$ cat src/rtl/match_timer_pkg.sv
package match_timer_pkg;

  typedef enum logic [2:0] {
    RK_MATCH,
    RK_COUNT,
    RK_STATUS,
    RK_WDOG,
    RK_IEN,
    RK_NONE
  } reg_kind_e;

  // Word layout: compare registers first, then counter, flags, arm, enables.
  function automatic reg_kind_e decode_word(input int unsigned word,
                                            input int unsigned nch);
    if (word < nch)           return RK_MATCH;
    else if (word == nch)     return RK_COUNT;
    else if (word == nch + 1) return RK_STATUS;
    else if (word == nch + 2) return RK_WDOG;
    else if (word == nch + 3) return RK_IEN;
    else                      return RK_NONE;
  endfunction

endpackage

$ cat src/rtl/mt_counter.sv
module mt_counter #(
  parameter int W = 32
) (
  input  logic         clk,
  input  logic         rst,
  input  logic         tick,
  input  logic         load,
  input  logic [W-1:0] load_val,
  output logic [W-1:0] count
);

  always_ff @(posedge clk) begin
    if (rst)       count <= '0;
    else if (load) count <= load_val;
    else if (tick) count <= count + 1'b1;
  end

endmodule

$ cat src/rtl/mt_channel.sv
module mt_channel #(
  parameter int W = 32
) (
  input  logic         clk,
  input  logic         rst,
  input  logic         tick,
  input  logic [W-1:0] count,
  input  logic         wr_match,
  input  logic [W-1:0] wdata,
  input  logic         clr,
  output logic [W-1:0] match_q,
  output logic         hit,
  output logic         flag_q
);

  assign hit = tick && (count == match_q);

  always_ff @(posedge clk) begin
    if (rst) begin
      match_q <= '1;
      flag_q  <= 1'b0;
    end else begin
      if (wr_match) match_q <= wdata;
      flag_q <= (flag_q & ~clr) | hit;
    end
  end

endmodule

$ cat src/rtl/match_timer.sv
module match_timer
  import match_timer_pkg::*;
#(
  parameter int CNT_W   = 32,
  parameter int NCH     = 4,
  parameter int ADDR_W  = 6,
  parameter int WDOG_CH = NCH - 1
) (
  input  logic              clk,
  input  logic              rst,
  input  logic              tick,
  input  logic              bus_wr,
  input  logic              bus_rd,
  input  logic [ADDR_W-1:0] bus_addr,
  input  logic [CNT_W-1:0]  bus_wdata,
  output logic [CNT_W-1:0]  bus_rdata,
  output logic [NCH-1:0]    irq,
  output logic              wdog_rst_req
);

  localparam int WORD_W = ADDR_W - 2;

  logic [WORD_W-1:0]           word;
  reg_kind_e                   kind;
  logic                        cnt_wr;
  logic [NCH-1:0]              match_wr;
  logic [NCH-1:0]              clr;
  logic [NCH-1:0]              hits;
  logic [NCH-1:0]              flags;
  logic [NCH-1:0]              ien_q;
  logic                        wdog_q;
  logic [CNT_W-1:0]            count_q;
  logic [NCH-1:0][CNT_W-1:0]   match_q;
  logic [CNT_W-1:0]            rd_mux;

  assign word   = bus_addr[ADDR_W-1:2];
  assign kind   = decode_word(int'(word), NCH);
  assign cnt_wr = bus_wr && (kind == RK_COUNT);
  assign clr    = (bus_wr && (kind == RK_STATUS)) ? bus_wdata[NCH-1:0] : '0;

  mt_counter #(.W(CNT_W)) u_counter (
    .clk      (clk),
    .rst      (rst),
    .tick     (tick),
    .load     (cnt_wr),
    .load_val (bus_wdata),
    .count    (count_q)
  );

  for (genvar n = 0; n < NCH; n++) begin : g_ch
    assign match_wr[n] = bus_wr && (kind == RK_MATCH) && (int'(word) == n);

    mt_channel #(.W(CNT_W)) u_ch (
      .clk      (clk),
      .rst      (rst),
      .tick     (tick),
      .count    (count_q),
      .wr_match (match_wr[n]),
      .wdata    (bus_wdata),
      .clr      (clr[n]),
      .match_q  (match_q[n]),
      .hit      (hits[n]),
      .flag_q   (flags[n])
    );
  end

  always_comb begin
    rd_mux = '0;
    case (kind)
      RK_MATCH: begin
        for (int n = 0; n < NCH; n++)
          if (int'(word) == n) rd_mux = match_q[n];
      end
      RK_COUNT:  rd_mux = count_q;
      RK_STATUS: rd_mux[NCH-1:0] = flags;
      RK_WDOG:   rd_mux[0] = wdog_q;
      RK_IEN:    rd_mux[NCH-1:0] = ien_q;
      default:   rd_mux = '0;
    endcase
  end

  always_ff @(posedge clk) begin
    if (rst) begin
      ien_q        <= '0;
      wdog_q       <= 1'b0;
      irq          <= '0;
      wdog_rst_req <= 1'b0;
      bus_rdata    <= '0;
    end else begin
      if (bus_wr && kind == RK_IEN) ien_q <= bus_wdata[NCH-1:0];
      if (bus_wr && kind == RK_WDOG && bus_wdata[0]) wdog_q <= 1'b1;
      irq          <= flags & ien_q;
      wdog_rst_req <= wdog_q & hits[WDOG_CH];
      if (bus_rd) bus_rdata <= rd_mux;
    end
  end

endmodule

$ cat config.mk
export PLATFORM = sky130hd
export DESIGN_NAME = match_timer
export DESIGN_NICKNAME = d
export VERILOG_FILES = /design/src/rtl/match_timer_pkg.sv /design/src/rtl/mt_counter.sv /design/src/rtl/mt_channel.sv /design/src/rtl/match_timer.sv
export SDC_FILE = /design/constraint.sdc
export NUM_CORES = 1
export LEC_CHECK = 0
export BUFFER_PORTS_ARGS = -buffer_cell sky130_fd_sc_hd__clkbuf_2
export CORE_ASPECT_RATIO = 1.4
export CORE_MARGIN = 4
export CORE_UTILIZATION = 40
export DETAILED_ROUTE_END_ITERATION = 8
export PLACE_DENSITY = 0.67
export SETUP_SLACK_MARGIN = 0.15
export SYNTH_ARGS = -nofsm -noshare
export SYNTH_HDL_FRONTEND = slang
export SYNTH_SLANG_ARGS = --single-unit
$ cat constraint.sdc
create_clock -name clk -period 1.7 [get_ports clk]
set_input_delay 0.17 -clock clk [delete_from_list [all_inputs] [get_ports clk]]
set_output_delay 0.17 -clock clk [all_outputs]
set_load 0.005 [all_outputs]
==> results of run 1 <==
[worst reg2reg max path, cell delays in order, from the launching register on]
cell,delay (ps)
dfxtp_4,360
buf_8,140
xnor2_4,160
nand4_1,150
nor4_2,300
and4_4,300
and2_4,140
[sequential cells by signal (all words and copies together), names as in the netlist]
| signal | flops |
|---|---|
| irq | 4 |
| g_ch.u_ch.match_q | 128 |
| g_ch.u_ch.flag_q | 4 |
| bus_rdata | 32 |
| u_counter.count | 32 |
| wdog_q | 1 |
| wdog_rst_req | 1 |
| ien_q | 4 |
[placed cells by master (no fill, tap or decap), types with 4 or more instances in the layout]
| cell | n |
|---|---|
| nor3b_1 | 4 |
| o22ai_1 | 7 |
| xor2_1 | 65 |
| clkbuf_16 | 21 |
| nand4_4 | 4 |
| dfxtp_1 | 178 |
| clkbuf_2 | 77 |
| a211oi_1 | 20 |
| mux4_2 | 4 |
| and3_1 | 15 |
| mux2i_1 | 36 |
| a21oi_1 | 9 |
| dlygate4sd3_1 | 27 |
| nor4_2 | 7 |
| xnor2_1 | 64 |
| a311oi_1 | 28 |
| nand3_1 | 143 |
| o21ai_0 | 33 |
| dfxtp_4 | 7 |
| nor2_1 | 67 |
| buf_6 | 8 |
| nor4_1 | 8 |
| a22oi_1 | 31 |
| buf_12 | 18 |
| nand4_1 | 31 |
| dfxtp_2 | 21 |
| xnor2_2 | 20 |
| nand2_1 | 332 |
| clkbuf_8 | 7 |
| o21ai_1 | 4 |
| buf_4 | 110 |
| a211oi_2 | 4 |
| inv_1 | 6 |
[cell families (layout without fill, tap and decap cells)]
| kind of cell | after synthesis | count (layout) | share of synthesized area (%) |
|---|---|---|---|
| buffers and inverters | 126 | 284 | 6.34 |
| adder cells (fa/ha/maj) | 1 | 1 | 0.118 |
| multiplexers | 43 | 43 | 4.56 |
| AND/OR/NAND/NOR | 649 | 649 | 27.9 |
| flip-flops | 206 | 206 | 38.8 |
| XOR/XNOR | 153 | 153 | 12.6 |
| AO/OA/AOI/OAI | 146 | 146 | 9.61 |
[how the worst max path moves through the flow]
stage / endpoint / slack, ps
finish: wdog_rst_req$_SDFF_PP0_ / 80
floorplan: u_counter.count[13]$_SDFFE_PP0P_ / 150
detailed placement: wdog_rst_req$_SDFF_PP0_ / -210
global route: g_ch[0].u_ch.flag_q$_SDFF_PP0_ / 10
global placement: wdog_rst_req$_SDFF_PP0_ / -160
CTS: wdog_rst_req$_SDFF_PP0_ / 70
[timing repair]
action | 4_1_cts | 5_1_grt
endpoints found under the hold margin | 107 | 0
gates cloned | 1 | 0
resized for setup | 59 | 51
setup buffers | 9 | 6
setup endpoints to repair | 26 | 27
hold buffers | 27 | 0
pin swaps | 25 | 29
[stage by stage]
| step | setup TNS, ps | cell area (µm²) | cells | hold slack, ps | worst slack (ps) |
|---|---|---|---|---|---|
| CTS | 0 | 13200 | 1800 | 4.65 | 69.1 |
| global placement | -372 | 11900 | 1727 | 458 | -155 |
| detailed placement | -500 | 11900 | 1727 | 468 | -209 |
| global route | 0 | 13500 | 1806 | 45.2 | 12.6 |
| floorplan | 0 | 10600 | 1324 | 279 | 152 |
| finish | 0 | 13500 | 1806 | 16.9 | 84.2 |
[area by class of cell]
type                    count  share of cell area (%)
flip-flops and latches    206                    30.9
inverters                   7                   0.213
clock buffers              31                    4.69
well taps                 324                    3.00
multi-input cells         992                    46.0
clock inverters             5                   0.760
repair buffers            241                    14.4
[where the power goes]
group | switching (mW) | internal (mW)
Combinational | 0.807 | 0.584
Sequential | 0.150 | 4.97
Clock | 1.99 | 3.02
Total | 2.95 | 8.57
[per-layer routing]
metal | vias to the layer above | GRT usage (%) | wire length, µm
met5 | - | 0 | 0
met3 | 195 | 3.79 | 3250
met4 | 0 | 16.0 | 2910
met1 | 5044 | 32.0 | 14800
met2 | 605 | 45.3 | 19500
li1 | 4816 | - | -
==> impl_metrics.py, run 1 <==
metrics = {
    "critical_path": {
        "setup.worst_path.end_class": "flop",
        "rr_worst_depth": 6,
        "cp_data_required_time_ps": 2150,
        "timing.rr.start": "u_counter.count[13]$_SDFFE_PP0P_",
        "critPathBufInv": 1,
        "arrival_ps": 2060,
        "worstPathMaxFanout": 6,
        "crit_family": "simple AND/OR/NAND/NOR gates",
        "rrSetupSlack_ps": 80,
        "critical_path_class": "reg -> reg",
        "path_depth": 6,
        "r2r-end": "wdog_rst_req$_SDFF_PP0_",
        "slowest_stage": "dfxtp_4",
        "max_stage_delay_ps": 360,
        "cp-start-kind": "flop",
        "crit_chain": "buf_8, xnor2_4, nand4_1, nor4_2, and4_4, and2_4",
        "worstSetupStartpoint": "u_counter.count[13]$_SDFFE_PP0P_",
    },
    "clock_tree": {
        "clk_latency_ps": 510,
        "cts_tree": "yes",
        "path_clk_slew_ps": 60,
        "cts_root_buf": "clkbuf_16",
        "clockBufferDepth": 3,
        "cts.sinks": 206,
        "htreeDepth": 1,
        "cts_buffers": 21,
    },
    "sta": {
        "slew_violations": 0,
        "skew_ps": 11.4,
        "layout_min_cycle_time_ps": 1620,
        "worstMarginPinSlew_ps": 553,
        "fin_crit_sh_pct": 95.0,
        "grt_setup_unrepaired": "true",
        "setup_viol": 0,
        "final-hold-violation-count": 0,
        "max_freq_ghz": 0.619,
        "slew_headroom_pct": 63.0,
    },
    "finish": {
        "antenna_cells": 0,
        "syn_to_final_growth_pct": 27.1,
        "multi_input_area_mm2": 0.00620,
        "drive_above_1_share_pct": 23.4,
        "postLayoutCoreUtil_pct": 51.5,
        "num-nets-final": 1513,
        "seqCellArea_mm2": 0.00418,
        "fillers": 2399,
    },
    "synthesis": {
        "yosysWarnings": 0,
        "netlist_top_cells_count": "nand2_1 (335), dfxtp_1 (206), nand3_1 (148)",
        "synthCells": 1324,
        "ys_seq_area_share_pct": 38.8,
        "synth_largest_area_cell": "dfxtp_1",
        "synth_ff_type": "dfxtp_1",
        "ys_async_sr_fraction_pct": 0,
        "synth.most_common_cell": "nand2_1",
        "synth.distinct_cells": 50,
        "syn-num-nets": 1368,
        "syn_area_mm2": 0.0106,
        "synth_area_leaders": "dfxtp_1 (39%), nand2_1 (12%), xnor2_1 (7.1%), nand3_1 (7.0%), xor2_1 (5.5%)",
        "syn_avg_cell_area_um2": 8.02,
        "synth_top_area_share_pct": 38.8,
        "synth_edf_count": 0,
        "ys_ff_latch": 206,
    },
    "placed_design": {
        "place.gp.congestion": 0.976,
        "portBuffers": 77,
        "dp_hpwl_mm": 27.8,
    },
    "floorplanning": {
        "fp.dieW_um": 146,
        "initial_core_util_pct": 40.6,
        "die_y_um": 201,
        "core_area_mm2": 0.0262,
        "die-area_mm2": 0.0293,
        "rows": 70,
        "num_io_pins": 80,
    },
    "min_path": {
        "min_from": "bus_wdata[29]",
        "hold_class": "in -> reg",
        "min_path_cells": 3,
        "min_to": "g_ch[1].u_ch.match_q[29]$_SDFFE_PP1P_",
    },
    "route": {
        "post-route-drc-count": 0,
        "drt_iter0_markers": 1201,
        "drtPass1Iterations": 6,
        "wirelength_mm": 40.5,
        "viasPerCell": 5.90,
        "ant_nets": 0,
        "avgRoutedWirePerCell_um": 22.4,
        "vias": 10660,
    },
    "pwr": {
        "p_per_area_mw_per_mm2": 854,
        "vdd_ir_drop_max_mv": 0.553,
        "finalPower_mw": 11.5,
        "leakagePower_nw": 5.81,
    },
    "grt": {
        "grt_pass1_wl_mm": 62.0,
        "antenna_found_initial": 0,
        "grt-ovfl-total": 0,
        "grt_max_degree": 61,
        "grt_pass1_vias": 10422,
        "grt_util_all_layers_pct": 26.7,
    },
    "status": {
        "status": "finished, final reports clean",
    },
    "run": {
        "maxCapViolations": 0,
    },
}
No activity file was read; power rests on OpenSTA's default activity.
==> inputs of run 2 (changes only) <==
Settings changed: CELL_PAD_IN_SITES_DETAIL_PLACEMENT from default to 0, CELL_PAD_IN_SITES_GLOBAL_PLACEMENT from default to 1, PLACE_DENSITY 0.67 to 0.82.
==> run 2 against run 1 <==
Against the previous run:
- critical path depth grew 1
- non-clock buffer count fell by 13
- power down 1.9%
- combinational power is 4% lower
- first-iteration DRC count fell by 30%
- worst setup slack better by 5.0 ps
- clock-buffer cell count unchanged
- critical path type unchanged
==> impl_metrics.py, run 2 (same netlist as run 1, synthesis figures left out) <==
metrics = {
    "critical_path": {
        "arrival_ps": 2050,
        "setup.worst_path.end_class": "flop",
        "crit_chain": "buf_6, nand2_4, nor4_4, buf_6, nand4_1, xor2_1, a211oi_2",
        "cp-start-kind": "flop",
        "rrSetupSlack_ps": 90,
        "slowest_stage": "dfxtp_2",
        "max_stage_delay_ps": 350,
        "path_common_cell": "buf_6",
        "cp_data_required_time_ps": 2140,
        "critical_path_class": "reg -> reg",
        "worstPathMaxFanout": 5,
    },
    "finish": {
        "top_regs": "g_ch.u_ch.match_q x128, bus_rdata x32, u_counter.count x32",
        "design_area_mm2": 0.0133,
        "syn_to_final_growth_pct": 25.1,
        "num-nets-final": 1501,
        "regMostFlops": "g_ch.u_ch.match_q",
        "final_common_cell": "nand2_1",
        "layout_common_cells": "nand2_1 (330), dfxtp_1 (178), nand3_1 (144)",
        "largest_reg_flops": 128,
        "postLayoutCoreUtil_pct": 50.7,
        "antenna_cells": 0,
        "fillers": 2451,
        "drive_above_1_share_pct": 21.7,
        "finalNonFillerCells": 1795,
    },
    "sta": {
        "grt_setup_unrepaired": "true",
        "skew_ps": 12.4,
        "layout_min_cycle_time_ps": 1610,
        "slew_violations": 0,
        "slew_headroom_pct": 65.5,
        "holdWs_ps": 5.55,
        "tns_ps": 0,
        "worstMarginPinSlew_ps": 515,
        "setup_viol": 0,
        "max_freq_ghz": 0.621,
        "fin_ws_ps": 89.2,
        "fin_crit_sh_pct": 94.8,
        "final-hold-violation-count": 0,
    },
    "pwr": {
        "p_clk_share_pct": 43.0,
        "p_sw_mw": 2.98,
        "swShare_pct": 26.3,
        "finalPower_mw": 11.3,
        "p_comb_share_pct": 11.8,
        "p_per_area_mw_per_mm2": 851,
        "pwr-share-seq_pct": 45.2,
        "p_int_mw": 8.33,
        "leakagePower_nw": 5.74,
        "vdd_ir_drop_max_mv": 0.678,
    },
    "clock_tree": {
        "cts_buffers": 22,
        "path_clk_slew_ps": 60,
        "htreeDepth": 1,
        "cts_tree": "yes",
        "cts_root_buf": "clkbuf_16",
        "cts.sinks": 206,
        "clk_latency_ps": 520,
        "clockBufferDepth": 3,
    },
    "route": {
        "drtPass1Iterations": 6,
        "viasPerCell": 5.70,
        "wirelength_mm": 38.1,
        "ant_nets": 0,
        "vias": 10228,
        "drt_iter0_markers": 844,
        "avgRoutedWirePerCell_um": 21.2,
        "post-route-drc-count": 0,
    },
    "grt": {
        "grt_pass1_wl_mm": 58.2,
        "grt_util_all_layers_pct": 25.1,
        "grt-ovfl-total": 0,
        "grt_max_degree": 60,
        "grt_pass1_vias": 9770,
        "antenna_found_initial": 0,
    },
    "floorplanning": {
        "num_io_pins": 80,
        "rows": 70,
        "die_y_um": 201,
        "core_area_mm2": 0.0262,
        "fp.dieW_um": 146,
        "initial_core_util_pct": 40.6,
        "die-area_mm2": 0.0293,
    },
    "placed_design": {
        "portBuffers": 77,
        "dp_hpwl_mm": 27.2,
        "place_inst": 1715,
        "place_ws_ps": -19.1,
        "place_area_mm2": 0.0118,
        "place.gp.congestion": 0.986,
    },
    "run": {
        "maxCapViolations": 0,
    },
    "status": {
        "status": "finished, final reports clean",
    },
    "min_path": {
        "hold_class": "in -> reg",
    },
}
-- run 2: cell count changes in the layout (fill, tap and decap cells not counted), sizes merged --
cell	before	now
buf	137	122
bufinv	3	1
clkinv	1	3
dlygate4sd3	27	29
clkinvlp	1	2
inv	7	8
-- run 2: power groups by stage --
stage / clock network, mW / registers, mW / logic (mW)
2_1_floorplan: 0 / 5.16 / 0.715
5_1_grt: 5.09 / 5.13 / 1.43
3_5_place_dp: 0 / 5.22 / 1.21
6_report: 4.86 / 5.11 / 1.33
4_1_cts: 4.90 / 5.11 / 1.27
3_3_place_gp: 0 / 5.21 / 1.20
-- run 2: final timing paths --
check,startpoint,depth (start not counted),end
setup / recovery,u_counter.count[21]$_SDFFE_PP0P_,7,u_counter.count[24]$_SDFFE_PP0P_
hold / removal,bus_wdata[2],3,g_ch[2].u_ch.match_q[2]$_SDFFE_PP1P_
setup reg to reg,u_counter.count[21]$_SDFFE_PP0P_,7,u_counter.count[24]$_SDFFE_PP0P_
hold reg to reg,bus_rdata[30]$_SDFFE_PP0P_,2,bus_rdata[30]$_SDFFE_PP0P_
-- run 2: repair_timing --
action / CTS / global route
gates resized for setup: 31 / 66
gates cloned: 0 / 1
endpoints found under the hold margin: 130 / 0
hold buffers: 29 / 0
buffers inserted: 0 / 12
endpoints found under the setup margin: 25 / 25
pin swaps: 6 / 30
-- run 2: per-layer routing --
| layer | GRT usage (%) | routed length (µm) |
|---|---|---|
| met5 | 0 | 0 |
| met4 | 12.7 | 2250 |
| met3 | 3.16 | 2460 |
| met2 | 43.6 | 18600 |
| met1 | 30.3 | 14700 |
-- run 2: final cells by class --
| cell class | instances | area [µm²] | area share (%) |
|---|---|---|---|
| clock buffer | 31 | 646 | 4.86 |
| clock inverter | 7 | 68.8 | 0.518 |
| inverter | 7 | 28.8 | 0.217 |
| multi-input combinational | 992 | 6100 | 45.9 |
| sequential | 206 | 4190 | 31.5 |
| tap | 324 | 405 | 3.05 |
| timing repair buffer | 228 | 1850 | 13.9 |
-- run 2: worst max-delay path, delay by kind of cell, from the launching register on --
family | cells | cell delay (ps)
and+or+nand+nor | 3 | 510
DFF | 1 | 350
AOI/OAI and AO/OA | 1 | 200
xor gates and xnor gates | 1 | 170
buffers and inverters | 2 | 290
